--- src/rtl/lnk_tx_pkg.sv ---
package lnk_tx_pkg;
  typedef enum logic [1:0] {POS_HDR, POS_FIRST, POS_MID} pos_e;
  typedef enum logic {ST_RUN, ST_HOLD} st_e;
endpackage

--- src/rtl/lnk_tx_addr_sel.sv ---
module lnk_tx_addr_sel
  import lnk_tx_pkg::*;
#(
  parameter int unsigned HDR_WORDS = 2,
  parameter int unsigned ADDR_W    = 4,
  parameter int unsigned HCNT_W    = 1,
  parameter logic [ADDR_W-1:0] CTRL_BASE  = 'd0,
  parameter logic [ADDR_W-1:0] ADDR_START = 'd4,
  parameter logic [ADDR_W-1:0] ADDR_CONT  = 'd5,
  parameter logic [ADDR_W-1:0] ADDR_END   = 'd6
) (
  input  pos_e              pos_i,
  input  logic [HCNT_W-1:0] hcnt_i,
  input  logic              last_i,
  output logic [ADDR_W-1:0] addr_o,
  output pos_e              pos_nxt_o,
  output logic [HCNT_W-1:0] hcnt_nxt_o,
  output logic              is_end_o
);
  always_comb begin
    addr_o     = CTRL_BASE;
    pos_nxt_o  = pos_i;
    hcnt_nxt_o = hcnt_i;
    is_end_o   = 1'b0;
    unique case (pos_i)
      POS_HDR: begin
        addr_o = CTRL_BASE + ADDR_W'(hcnt_i);
        if (hcnt_i == HCNT_W'(HDR_WORDS - 1)) begin
          pos_nxt_o  = POS_FIRST;
          hcnt_nxt_o = '0;
        end else begin
          hcnt_nxt_o = hcnt_i + 1'b1;
        end
      end
      POS_FIRST: begin
        // single-word payload skips the start register
        addr_o    = last_i ? ADDR_END : ADDR_START;
        is_end_o  = last_i;
        pos_nxt_o = last_i ? POS_HDR : POS_MID;
      end
      POS_MID: begin
        addr_o    = last_i ? ADDR_END : ADDR_CONT;
        is_end_o  = last_i;
        pos_nxt_o = last_i ? POS_HDR : POS_MID;
      end
      default: pos_nxt_o = POS_HDR;
    endcase
  end
endmodule

--- src/rtl/lnk_tx_wdog.sv ---
module lnk_tx_wdog #(
  parameter int unsigned TIMEOUT = 16,
  localparam int unsigned CNT_W  = (TIMEOUT > 1) ? $clog2(TIMEOUT) : 1
) (
  input  logic clk_i,
  input  logic rst_ni,
  input  logic wait_i,
  output logic expire_o
);
  logic [CNT_W-1:0] cnt_q;

  always_ff @(posedge clk_i or negedge rst_ni) begin
    if (!rst_ni)     cnt_q <= '0;
    else if (!wait_i) cnt_q <= '0;
    else             cnt_q <= cnt_q + 1'b1;
  end

  assign expire_o = wait_i && (cnt_q == CNT_W'(TIMEOUT - 1));
endmodule

--- src/rtl/lnk_tx_seq.sv ---
module lnk_tx_seq
  import lnk_tx_pkg::*;
#(
  parameter int unsigned DATA_W    = 32,
  parameter int unsigned ADDR_W    = 4,
  parameter int unsigned HDR_WORDS = 2,
  parameter int unsigned TIMEOUT   = 16,
  parameter logic [ADDR_W-1:0] CTRL_BASE  = 'd0,
  parameter logic [ADDR_W-1:0] ADDR_START = 'd4,
  parameter logic [ADDR_W-1:0] ADDR_CONT  = 'd5,
  parameter logic [ADDR_W-1:0] ADDR_END   = 'd6
) (
  input  logic              clk_i,
  input  logic              rst_ni,
  input  logic              in_valid_i,
  input  logic [DATA_W-1:0] in_data_i,
  input  logic              in_last_i,
  output logic              in_ready_o,
  output logic              reg_req_o,
  output logic [ADDR_W-1:0] reg_addr_o,
  output logic [DATA_W-1:0] reg_wdata_o,
  input  logic              reg_ack_i,
  input  logic              lnk_ready_i,
  output logic              err_o
);
  localparam int unsigned HCNT_W = (HDR_WORDS > 1) ? $clog2(HDR_WORDS) : 1;

  st_e               st_q;
  pos_e              pos_q, pos_nxt;
  logic [HCNT_W-1:0] hcnt_q, hcnt_nxt;
  logic              req_q, end_q, err_q;
  logic [ADDR_W-1:0] addr_q, sel_addr;
  logic [DATA_W-1:0] data_q;
  logic              sel_end, accept, done, expire;

  lnk_tx_addr_sel #(
    .HDR_WORDS(HDR_WORDS), .ADDR_W(ADDR_W), .HCNT_W(HCNT_W),
    .CTRL_BASE(CTRL_BASE), .ADDR_START(ADDR_START),
    .ADDR_CONT(ADDR_CONT), .ADDR_END(ADDR_END)
  ) u_sel (
    .pos_i(pos_q), .hcnt_i(hcnt_q), .last_i(in_last_i),
    .addr_o(sel_addr), .pos_nxt_o(pos_nxt), .hcnt_nxt_o(hcnt_nxt),
    .is_end_o(sel_end)
  );

  lnk_tx_wdog #(.TIMEOUT(TIMEOUT)) u_wdog (
    .clk_i(clk_i), .rst_ni(rst_ni),
    .wait_i(req_q && !reg_ack_i), .expire_o(expire)
  );

  // accept in the ack cycle itself so first-cycle acks add no wait state
  assign in_ready_o = (st_q == ST_RUN) && (!req_q || (reg_ack_i && !end_q));
  assign accept     = in_valid_i && in_ready_o;
  assign done       = req_q && reg_ack_i;

  always_ff @(posedge clk_i or negedge rst_ni) begin
    if (!rst_ni) begin
      st_q   <= ST_RUN;
      pos_q  <= POS_HDR;
      hcnt_q <= '0;
      req_q  <= 1'b0;
      end_q  <= 1'b0;
      err_q  <= 1'b0;
      addr_q <= '0;
      data_q <= '0;
    end else begin
      err_q <= expire;
      if (expire) begin
        req_q  <= 1'b0;
        end_q  <= 1'b0;
        pos_q  <= POS_HDR;
        hcnt_q <= '0;
        st_q   <= ST_RUN;
      end else begin
        if (accept) begin
          req_q  <= 1'b1;
          end_q  <= sel_end;
          addr_q <= sel_addr;
          data_q <= in_data_i;
          pos_q  <= pos_nxt;
          hcnt_q <= hcnt_nxt;
        end else if (done) begin
          req_q <= 1'b0;
          end_q <= 1'b0;
        end
        if (done && end_q)                        st_q <= ST_HOLD;
        else if (st_q == ST_HOLD && lnk_ready_i)  st_q <= ST_RUN;
      end
    end
  end

  assign reg_req_o   = req_q;
  assign reg_addr_o  = addr_q;
  assign reg_wdata_o = data_q;
  assign err_o       = err_q;
endmodule

--- config.mk ---
export PLATFORM = sky130hd
export DESIGN_NAME = lnk_tx_seq
export DESIGN_NICKNAME = d
export VERILOG_FILES = /design/src/rtl/lnk_tx_pkg.sv /design/src/rtl/lnk_tx_addr_sel.sv /design/src/rtl/lnk_tx_wdog.sv /design/src/rtl/lnk_tx_seq.sv
export SDC_FILE = /design/constraint.sdc
export NUM_CORES = 1
export LEC_CHECK = 0
export BUFFER_PORTS_ARGS = -buffer_cell sky130_fd_sc_hd__buf_2
export CAP_MARGIN = 25
export CELL_PAD_IN_SITES_DETAIL_PLACEMENT = 1
export CELL_PAD_IN_SITES_GLOBAL_PLACEMENT = 1
export CORE_ASPECT_RATIO = 0.8
export CORE_MARGIN = 2
export CORE_UTILIZATION = 36
export CTS_BUF_LIST = sky130_fd_sc_hd__clkbuf_2 sky130_fd_sc_hd__clkbuf_4 sky130_fd_sc_hd__clkbuf_8
export CTS_CLUSTER_DIAMETER = 30
export DETAILED_ROUTE_END_ITERATION = 8
export GPL_ROUTABILITY_DRIVEN = 0
export PLACE_DENSITY = 0.83
export SETUP_SLACK_MARGIN = 0.2
export SLEW_MARGIN = 10
export SYNTH_ARGS = -nofsm -noshare
export SYNTH_HDL_FRONTEND = slang
export SYNTH_SLANG_ARGS = --single-unit
--- constraint.sdc ---
create_clock -name clk_i -period 1.92 [get_ports clk_i]
set_input_delay 0.384 -clock clk_i [delete_from_list [all_inputs] [get_ports clk_i]]
set_output_delay 0.384 -clock clk_i [all_outputs]
set_load 0.005 [all_outputs]
==> qor.txt <==
fin area: 2500 um2
layout cells sized above 1: 0.330
synthesized area: 1950 um2
Synth Area in Compound Gates: 0.0577
Worst Path Max Fanout: 4
Slew Limit Fails: 0
core area: 5120 um2
clock skew: 0.00896 ns
max-cap check violation count: 0
worst r2r src: pos_q[0]
Synth Net Count: 250
dpl cells: 339
pin count of the biggest net entering global routing: 47
worst skew pair latency: 0.29 ns
1st-pass router iterations: 4
post-synth top area share: 0.589
Power Density: 1380 nW/um2
critical path arrival: 1.72 ns
Routed Antenna Nets: 0
dominant synthesized flop cell: dfrtp_1
cts-stage hold buffer count: 0
CTS Root Cell: clkbuf_8
post-synthesis xor/xnor area fraction: 0.0135
TritonCTS clock tree: built
peak supply drop: 0.000540 V
post-synthesis mux area share: 0.0102
register area share after synthesis: 0.589
Starting Density: 0.381
clk buf depth: 2
DRC Markers: 0
Post-synth EDFFs: 0
Layout Utilization: 0.489
ant diodes: 0
Synth Register Bits: 46
Peak Freq: 638 MHz
CP endpoint kind: register
vias in the first global route: 1619
initial DRC count: 81
synth cell count leaders: 105 x nand2_1, 46 x dfrtp_1, 9 x nor2_1, 6 x buf_2, 6 x ha_1
Synth area leader: dfrtp_1
Num CTS Buffers: 5
Nets: 331
number of synthesis warnings: 0
leakage dissipation: 1.42 nW
Cell variety after synth: 26
Post-DP HPWL: 3510 um
Async SR Flop Fraction: 1.00
Period minus WS final: 1.57 ns
site row count: 23
Mapped Cells: 206
top-count cell post-synth: nand2_1
Die Span Y: 69.9 um
vias per cell: 4.54
total wire length: 4670 um
post-synthesis adder-cell area fraction: 0.0384
Fin. Hold Viols: 0
Worst Setup Start Kind: register
global route total overflow: 0
post-placement cell area: 2390 um2
clk slew on worst S/H paths: 0.08 ns
die area: 6030 um2
largest family of logic cells by synthesized area: simple AND/OR/NAND/NOR gates
post-synthesis simple-gate area fraction: 0.252
CTS H-tree lvls: 2
status: complete, no violations
RSZ-0062 raised after global routing: false
Synth-to-Final Area Change: 28.2%
io pins: 77
worst reg-to-reg path cell count: 6
Area contributors post-synth: dfrtp_1 59%, nand2_1 20%, ha_1 3.8%, nor2_1 1.7%, buf_2 1.5%
Hold WC Path Type: primary input to async pin
Post-Layout Cell Count: 350
die width: 86.4 um
WP data required: 2.08 ns
Total GRT Usage: 0.163
Slew @ Worst Pin: 0.590 ns
port bufs: 75
CTS sink cnt: 46
Via Count: 1590
R2R Setup Slk: 0.35 ns
initial antenna violation count: 0
first-pass GRT wire length: 7870 um
R2R Path End: pos_q[0]
Setup-failing EPs final: 0
final cycle utilization of the critical path: 0.816
setup_tns: 0 ns
critical path class: register to register
routed len/inst: 13.3 um
Relative slew margins: 0.607
syn avg cell area: 9.48 um2
## cell families (layout without fill, tap and decap cells)
kind of cell / after synthesis / count (layout)
AND/OR/NAND/NOR: 124 / 124
XOR/XNOR: 3 / 3
other: 1 / 1
buffers and inverters: 14 / 96
multiplexers: 2 / 2
AO/OA/AOI/OAI: 10 / 10
flip-flops: 46 / 46
adder cells (fa/ha/maj): 6 / 6
## state kept, by name, indices dropped and copies added, names as in the netlist
register / flops
end_q: 1
st_q: 1
u_wdog.cnt_q: 4
pos_q: 2
reg_wdata_o: 32
hcnt_q: 1
err_o: 1
reg_addr_o: 3
reg_req_o: 1
## how the worst max path moves through the flow
stage,start,endpoint,depth (start not counted)
4_1_cts,pos_q[0],pos_q[0],6
3_5_place_dp,pos_q[0],pos_q[0],6
3_3_place_gp,pos_q[0],pos_q[0],6
6_report,pos_q[0],pos_q[0],6
5_1_grt,pos_q[0],pos_q[1],6
2_1_floorplan,pos_q[0],pos_q[0],6
## layout make-up
cell class / instances / area (um2)
tap: 62 / 77.6
inverter: 5 / 18.8
multi-input combinational: 146 / 731
fill: 636 / 2620
timing repair buffer: 83 / 435
clock buffer: 6 / 76.3
sequential: 46 / 1150
clock inverter: 2 / 13.8
## cell usage in the layout, fill, tap and decap left out, types with 3 or more instances in the layout
| master | instances |
|---|---|
| buf_2 | 75 |
| buf_4 | 8 |
| clkbuf_8 | 5 |
| dfrtp_1 | 46 |
| ha_1 | 6 |
| inv_1 | 5 |
| nand2_1 | 105 |
| nand2b_1 | 3 |
| nand3_1 | 4 |
| nor2_1 | 9 |
## metal layers
metal,global-route usage,up-vias,wire length (um)
li1,-,795,-
met1,0.231,746,2240
met2,0.261,49,2160
met3,0.0461,0,277
met4,0.0104,0,0
met5,0,-,0
## timing repair
action | 4_1_cts | 5_1_grt
gates resized for setup | 0 | 0
setup buffers | 0 | 3
endpoints found under the setup margin | 0 | 2
## metrics by stage
step / setup slack [ns] / power, mW / hold slack, ns
after CTS: 0.218 / 3.49 / 0.191
after detailed placement: 0.232 / 2.88 / 0.457
after floorplan: 0.369 / 2.29 / 0.0884
final: 0.354 / 3.46 / 0.167
after global placement: 0.291 / 2.82 / 0.452
after global routing: 0.241 / 3.77 / 0.218
## worst max-delay path: stages, from the launching register on
cell and delay [ns]:
dfrtp_1 0.40, inv_1 0.10, ha_1 0.23, nor2b_1 0.16
a2111oi_4 0.25, mux2i_1 0.24, nor2_1 0.06
## where the power goes
part / switching (mW) / internal, mW / leakage (nW)
clock: 0.321 / 0.272 / 0.0486
sequential: 0.243 / 1.35 / 0.576
combinational: 0.674 / 0.598 / 0.797
(Power assumes the default switching activity.)
